==> config.mk <==
export PLATFORM = sky130hd
export DESIGN_NAME = cfg_chain_rx
export DESIGN_NICKNAME = d
export VERILOG_FILES = /design/src/rtl/cfg_chain_pkg.sv /design/src/rtl/cfg_chain_fsm.sv /design/src/rtl/cfg_chain_start.sv /design/src/rtl/cfg_chain_dout.sv /design/src/rtl/cfg_chain_rx.sv
export SDC_FILE = /design/constraint.sdc
export NUM_CORES = 1
export LEC_CHECK = 0
export ABC_CLOCK_PERIOD_IN_PS = 3400
export BUFFER_PORTS_ARGS = -buffer_cell sky130_fd_sc_hd__buf_2
export CORE_MARGIN = 8
export CORE_UTILIZATION = 60
export CTS_CLUSTER_DIAMETER = 40
export DETAILED_ROUTE_END_ITERATION = 6
export PLACE_DENSITY = 0.77
export REMOVE_ABC_BUFFERS = 1
export SLEW_MARGIN = 5
export SYNTH_ARGS = -nofsm -noshare
export SYNTH_HDL_FRONTEND = slang
export SYNTH_SLANG_ARGS = --single-unit
==> constraint.sdc <==
create_clock -name clk_i -period 3.4 [get_ports clk_i]
set_clock_uncertainty 0.2 [all_clocks]
set_input_delay 0.34 -clock clk_i [delete_from_list [all_inputs] [get_ports clk_i]]
set_output_delay 0.34 -clock clk_i [all_outputs]
set_load 0.005 [all_outputs]
==> src/rtl/cfg_chain_pkg.sv <==
package cfg_chain_pkg;
  typedef enum logic [1:0] {
    ST_HUNT = 2'd0,
    ST_LEN  = 2'd1,
    ST_LOAD = 2'd2,
    ST_PASS = 2'd3
  } cfg_state_e;

  localparam logic [3:0] PREAMBLE = 4'b0010;
endpackage

==> src/rtl/cfg_chain_fsm.sv <==
module cfg_chain_fsm
  import cfg_chain_pkg::*;
#(
  parameter int LEN_W      = 24,
  parameter int FRAMES     = 4,
  parameter int FRAME_BITS = 8
) (
  input  logic       clk_i,
  input  logic       rst_ni,
  input  logic       din_i,
  output cfg_state_e state_o
);
  localparam int LCW = $clog2(LEN_W);
  localparam int FCW = (FRAMES > 1) ? $clog2(FRAMES) : 1;
  localparam int BCW = (FRAME_BITS > 1) ? $clog2(FRAME_BITS) : 1;

  cfg_state_e     st_q;
  logic [2:0]     hist_q;
  logic [LCW-1:0] len_cnt_q;
  logic [FCW-1:0] frm_cnt_q;
  logic [BCW-1:0] bit_cnt_q;
  logic           in_frame_q;

  always_ff @(posedge clk_i or negedge rst_ni) begin
    if (!rst_ni) begin
      st_q       <= ST_HUNT;
      hist_q     <= 3'b111;
      len_cnt_q  <= '0;
      frm_cnt_q  <= '0;
      bit_cnt_q  <= '0;
      in_frame_q <= 1'b0;
    end else begin
      hist_q <= {hist_q[1:0], din_i};
      case (st_q)
        ST_HUNT: begin
          len_cnt_q <= '0;
          if ({hist_q, din_i} == PREAMBLE) st_q <= ST_LEN;
        end
        ST_LEN: begin
          if (len_cnt_q == LCW'(LEN_W - 1)) st_q <= ST_LOAD;
          else len_cnt_q <= len_cnt_q + LCW'(1);
        end
        ST_LOAD: begin
          if (!in_frame_q) begin
            // ones between frames are idle
            if (!din_i) begin
              in_frame_q <= 1'b1;
              bit_cnt_q  <= BCW'(1);
            end
          end else if (bit_cnt_q == BCW'(FRAME_BITS - 1)) begin
            in_frame_q <= 1'b0;
            bit_cnt_q  <= '0;
            if (frm_cnt_q == FCW'(FRAMES - 1)) st_q <= ST_PASS;
            else frm_cnt_q <= frm_cnt_q + FCW'(1);
          end else begin
            bit_cnt_q <= bit_cnt_q + BCW'(1);
          end
        end
        default: ;
      endcase
    end
  end

  assign state_o = st_q;

  assert_legal_step_R2: assert property (@(posedge clk_i) disable iff (!rst_ni)
    (st_q == ST_PASS) |=> (st_q == ST_PASS));
  assert_hunt_exit_R2: assert property (@(posedge clk_i) disable iff (!rst_ni)
    (st_q == ST_HUNT) |=> (st_q == ST_HUNT || st_q == ST_LEN));
  assert_len_exit_R3: assert property (@(posedge clk_i) disable iff (!rst_ni)
    (st_q == ST_LEN) |=> (st_q == ST_LEN || st_q == ST_LOAD));
endmodule

==> src/rtl/cfg_chain_start.sv <==
module cfg_chain_start #(
  parameter int LEN_W = 24
) (
  input  logic clk_i,
  input  logic rst_ni,
  input  logic din_i,
  input  logic len_en_i,
  input  logic len_ok_i,
  output logic startup_o,
  output logic outs_en_o
);
  logic [LEN_W-1:0] len_q;
  logic [LEN_W-1:0] cnt_q;
  logic [LEN_W-1:0] cnt_nx;
  logic             start_q;
  logic [1:0]       rel_q;

  assign cnt_nx = cnt_q + LEN_W'(1);

  always_ff @(posedge clk_i or negedge rst_ni) begin
    if (!rst_ni) begin
      len_q   <= '0;
      cnt_q   <= '0;
      start_q <= 1'b0;
      rel_q   <= '0;
    end else begin
      if (len_en_i) len_q <= {len_q[LEN_W-2:0], din_i};
      if (!start_q) begin
        cnt_q <= cnt_nx;
        if (len_ok_i && cnt_nx == len_q) start_q <= 1'b1;
      end
      rel_q <= {rel_q[0], start_q};
    end
  end

  assign startup_o = start_q;
  assign outs_en_o = rel_q[1];

  assert_start_sticky_R7: assert property (@(posedge clk_i) disable iff (!rst_ni)
    startup_o |=> startup_o);
  assert_release_delay_R8: assert property (@(posedge clk_i) disable iff (!rst_ni)
    $rose(startup_o) |-> !outs_en_o ##1 !outs_en_o ##1 outs_en_o);
endmodule

==> src/rtl/cfg_chain_dout.sv <==
module cfg_chain_dout (
  input  logic clk_i,
  input  logic rst_ni,
  input  logic din_i,
  input  logic hold_hi_i,
  output logic dout_o
);
  logic fwd_q;
  logic dout_q;

  always_ff @(posedge clk_i or negedge rst_ni) begin
    if (!rst_ni) fwd_q <= 1'b1;
    else         fwd_q <= hold_hi_i | din_i;
  end

  // re-time on the falling edge
  always_ff @(negedge clk_i or negedge rst_ni) begin
    if (!rst_ni) dout_q <= 1'b1;
    else         dout_q <= fwd_q;
  end

  assign dout_o = dout_q;
endmodule

==> src/rtl/cfg_chain_rx.sv <==
module cfg_chain_rx
  import cfg_chain_pkg::*;
#(
  parameter int LEN_W      = 24,
  parameter int FRAMES     = 4,
  parameter int FRAME_BITS = 8
) (
  input  logic       clk_i,
  input  logic       rst_ni,
  input  logic       din_i,
  output logic       dout_o,
  output logic       startup_o,
  output logic       outs_en_o,
  output logic       done_o,
  output logic [1:0] state_o
);
  cfg_state_e st;

  cfg_chain_fsm #(
    .LEN_W(LEN_W), .FRAMES(FRAMES), .FRAME_BITS(FRAME_BITS)
  ) u_fsm (
    .clk_i(clk_i), .rst_ni(rst_ni), .din_i(din_i), .state_o(st)
  );

  cfg_chain_start #(.LEN_W(LEN_W)) u_start (
    .clk_i(clk_i), .rst_ni(rst_ni), .din_i(din_i),
    .len_en_i(st == ST_LEN),
    .len_ok_i(st == ST_LOAD || st == ST_PASS),
    .startup_o(startup_o), .outs_en_o(outs_en_o)
  );

  cfg_chain_dout u_dout (
    .clk_i(clk_i), .rst_ni(rst_ni), .din_i(din_i),
    .hold_hi_i(st == ST_LOAD), .dout_o(dout_o)
  );

  assign state_o = st;
  assign done_o  = (st == ST_PASS);

  assert_load_high_R4: assert property (@(posedge clk_i) disable iff (!rst_ni)
    (st == ST_LOAD) |=> dout_o);
  assert_start_after_len_R7: assert property (@(posedge clk_i) disable iff (!rst_ni)
    startup_o |-> (st == ST_LOAD || st == ST_PASS));
endmodule

## Word-level counts from Yosys, hierarchy flattened

Index checks and enable logic that the tools add are counted.

- Add/sub/neg operators: 4
- Multipliers: 0
- Div/mod/pow operators: 0
- $lt $le $gt $ge: 0
- Eq/ne operators: 15
- Shift-type cells: 0
- Mux-type cells: 16
- Bitwise logic cells: 2
- Reduce and logical (&&, ||, !) cells: 9

Operators by type and width:

| cell | number |
|---|---|
| 24-bit by 1-bit adder with 24-bit output, second input constant | 1 |
| 24-bit == test | 1 |
| 2-bit 2-to-1 mux | 5 |
| 2-bit inequality test, second input constant | 5 |
| 5-bit one-hot mux with 2 select lines | 1 |
| 3-bit 2-to-1 mux | 3 |
| 2-bit == test, second input constant | 3 |
| 2-bit one-hot mux with 3 select lines | 1 |
| 6-bit AND reduction | 1 |
| 5-bit by 1-bit adder with 5-bit output, second input constant | 1 |
| 5-bit == test, second input constant | 1 |
| 1-bit 2-to-1 mux | 5 |
| 5-bit 2-to-1 mux | 1 |
| 4-bit by 2-bit == test with 1-bit output, second input constant | 1 |
| 2-bit by 1-bit inequality test with 1-bit output, second input constant | 2 |
| 2-bit AND reduction | 2 |
| 4-bit AND reduction | 1 |
| 3-bit by 1-bit adder with 3-bit output, second input constant | 1 |
| 3-bit == test, second input constant | 1 |
| 3-bit nonzero test | 1 |
| 2-bit by 1-bit adder with 2-bit output, second input constant | 1 |
| 2-bit by 1-bit == test with 1-bit output, second input constant | 1 |
| 2-bit zero test | 1 |
| 2-bit nonzero test | 1 |
| other kinds (4) | 4 |

- Bits in registers: 69
- Latch bits: 0
- RAM bits: 0
- ROM bits: 0
- Input port bits: 3
- Output and inout port bits: 6
- Word-level logic and storage cells: 58
- Memories kept: 0

## Logic depth before layout (Yosys ltp)

- Depth in word-level cells: 5
- Mapped depth: 8
- Gate-level depth less buffers: 7

## Hierarchy

From an unflattened synthesis, not the netlist that was laid out.

- Cell total of the unflattened synthesis: 339
- Area total of the unflattened synthesis: 3659.8 um^2

By module, submodules not included:

| module | instances | cells each | area each (um^2) | sequential area each (um^2) |
|---|---|---|---|---|
| cfg_chain_start | 1 | 262 | 2762.6 | 1276.2 |
| cfg_chain_fsm | 1 | 69 | 808.3 | 404.1 |
| cfg_chain_dout | 1 | 4 | 62.6 | 52.6 |
| cfg_chain_rx | 1 | 4 | 26.3 | 0.0 |

==> summary.txt <==
Critical path
  – Worst Setup Start Kind: flip-flop
  – Worst r2r path cells: 7
  – Setup crit end kind: output pin
  – CP top delay family: flip-flops
  – Worst EP required: 2860 ps
  – Slowest cell on the critical path: dfstp_2
  – Max stage delay on crit path: 500 ps
  – Critical path data arrival time: 2680 ps
  – Critical path class: reg2out
  – Worst Path Max Fanout: 1
  – Crit path cell chain: buf_2
  – Crit. path cell count: 1
  – Bufs and invs on worst path: 1

Place
  – Placed cell count: 419
  – Placer's final routability congestion estimate: 0.877
  – Post-DP HPWL: 4710 microns
  – Pre-CTS WS: 572 ps
  – # port buffers: 8

Clock tree
  – CTS root buf: clkbuf_8
  – CTS H-Tree Depth: 3
  – Register clock-pin slew on the reported worst setup and hold paths: 70 ps
  – Clock sink count: 69
  – Max Buffers Root-to-Sink: 2
  – TritonCTS buffer count: 9
  – CTS tree: built
  – Worst-skew pair later-pin latency: 350 ps
  – Post-CTS Resized: 0

Yosys
  – Syn avg cell area: 10.6 sq um
  – Post-synth top area cell: dfrtp_1
  – #FFs+latches synth: 69
  – Register area share after synthesis: 46.2%
  – Synthesized area: 0.00375 sq mm
  – Async set-reset flop share out of synthesis: 100%
  – Post-synth EDFFs: 0
  – Synth top area share: 42.7%
  – Unique masters post-synth: 57
  – Syn. warnings: 0
  – Main synth FF type: dfrtp_1
  – Mapped Cells: 353
  – Synth area leaders: dfrtp_1, xnor2_1, mux2_2, xor2_1, dfstp_2

Global routing
  – Total congestion overflow: 0
  – Initial antenna violation count: 0
  – First-pass GRT wire length: 11800 microns
  – Largest net degree at the start of global routing: 69
  – Vias in the first global route: 2493
  – GRT Util Overall: 16.7%

Floorplanning
  – Die ar.: 0.00904 sq mm
  – Die height: 95.1 microns
  – Io pins: 9
  – Number of cell rows: 29
  – Core area: 0.00620 sq mm
  – Initial core utilization: 60.5%
  – Die W: 95.1 microns

Final layout
  – Non-Filler Instances: 436
  – Final #Nets: 367
  – Share of layout cells above drive strength 1: 19.5%
  – Antenna diode count: 0
  – Area Overhead vs Synth: 7.47%
  – Fill cell count: 477
  – Util after Layout: 65.0%

Power and ir drop
  – PwrDens: 778 mW/mm^2
  – Worst vdd ir: 0.614 mV
  – Leak: 1.82 nW

STA
  – Worst slew pin tran: 824 ps
  – Setup violations, final: 0
  – Max transition margin: 45.1%
  – Final Hold Vio Count: 0
  – Unrepaired setup endpoints after global routing: no
  – TNS Setup: 0 ps
  – Setup ws final: 184 ps
  – Slew Viols, Final: 0

Outcome
  – Outcome: completed

Routing
  – TritonRoute pass-1 iters: 6
  – Via count: 2575
  – Wire per inst: 15.7 microns
  – Routed wire length: 6830 microns
  – Drt drc: 0
  – Iter 0 DRT Violations: 87
  – Drt via density: 5.91
  – Post-DRT Antenna Nets: 0

Job
  – Max Cap Violations: 0

Worst hold path
  – Worst hold path class: in2async
cells by family after synthesis:
group	Yosys count	synth area share [%]
DFF	69	46.2
muxes	28	8.37
buffers and inverters	33	3.80
and+or+nand+nor	117	17.7
AOI/OAI and AO/OA	41	7.83
adders and majority gates	10	3.33
xor gates and xnor gates	55	12.8
layer usage:
layer | routed length, microns | track usage [%]
met5 | 0 | 0
met4 | 140 | 8.19
met3 | 231 | 4.49
met2 | 3210 | 25.3
met1 | 3250 | 21.6
layout by cell type (no fill, tap or decap), types with 3 or more instances in the layout:
cell and n:
dfrtp_1 64, xnor2_1 36, mux2_2 27, nand2_1 26, xor2_1 19, nand3_1 19, nor2_1 17, o21ai_0 15
inv_1 11, ha_1 10, clkbuf_8 10, nand4_1 9, nor3_1 8, buf_2 8, nor2b_1 5, and3_1 5
dfstp_2 5, nor3b_1 4, nor4_1 3, a21oi_1 3, a31oi_1 3, buf_4 3
sequential cells by signal, summed over array words and instances (netlist names):
register,count
u_fsm.bit_cnt_q,3
u_start.len_q,24
u_dout.fwd_q,1
u_fsm.in_frame_q,1
u_fsm.state_o,2
u_dout.dout_o,1
u_fsm.hist_q,3
u_start.startup_o,1
u_fsm.frm_cnt_q,2
u_fsm.len_cnt_q,5
u_start.rel_q,2
u_start.cnt_q,24
worst paths after layout:
| check | start | endpoint | slack [ps] |
|---|---|---|---|
| min in group clk_i | u_start.rel_q[0]$_DFF_PN0_ | u_start.rel_q[1]$_DFF_PN0_ | 160 |
| worst min register to register | u_start.rel_q[0]$_DFF_PN0_ | u_start.rel_q[1]$_DFF_PN0_ | 160 |
| worst max-delay path | u_dout.dout_o$_DFF_NN1_ | dout_o | 180 |
| max in group asynchronous | rst_ni | u_dout.dout_o$_DFF_NN1_ | 1560 |
| worst min-delay path | rst_ni | u_start.cnt_q[22]$_DFFE_PN0N_ | 20 |
| worst max register to register | u_start.cnt_q[0]$_DFFE_PN0N_ | u_start.startup_o$_DFF_PN0_ | 600 |
cells in the mapped netlist, types with 2 or more instances:
library cell	n
and3_1	5
xnor2_1	36
a32o_1	2
dfstp_2	5
nand3_1	19
or2_2	2
nor3_1	8
ha_1	10
o21ai_0	15
nand4b_1	2
nor2b_1	5
nand2b_1	2
or2_1	2
nor2_1	17
buf_2	6
buf_1	2
clkbuf_1	10
a2111o_1	2
a22oi_1	2
nor3b_1	4
mux2_2	27
dfrtp_1	64
xor2_1	19
inv_1	11
or3_1	2
a21oi_1	3
nor4_1	3
nand4_1	9
clkbuf_2	3
a31oi_1	3
nand2_1	26
and2_1	2
through the flow:
| step | hold slack [ps] | cell area [sq um] | power (mW) |
|---|---|---|---|
| after global placement | 133 | 3810 | 2.40 |
| after floorplan | -156 | 3650 | 2.15 |
| after CTS | 42.1 | 4030 | 3.16 |
| after global routing | 99.4 | 4030 | 3.36 |
| final | 16.2 | 4030 | 3.14 |
| after detailed placement | 137 | 3810 | 2.46 |
report_power, final:
group          internal (mW)  switching, mW
sequential              1.06          0.303
combinational          0.550          0.535
clock                  0.374          0.319
total                   1.98           1.16
what timing repair did:
action / 4_1_cts / 5_1_grt
setup buffers: 0 / 0
hold buffers: 1 / 0
endpoints found under the hold margin: 1 / 0
area by class of cell:
| class | instances | area (sq um) | area share [%] |
|---|---|---|---|
| Tap cell | 77 | 96.3 | 2.39 |
| Sequential cell | 69 | 1730 | 43.0 |
| Clock inverter | 5 | 28.8 | 0.713 |
| Multi-Input combinational cell | 251 | 1880 | 46.6 |
| Inverter | 10 | 37.5 | 0.931 |
| Clock buffer | 12 | 188 | 4.65 |
| Timing Repair Buffer | 12 | 72.6 | 1.80 |
Power figures use the tool's default switching activity.
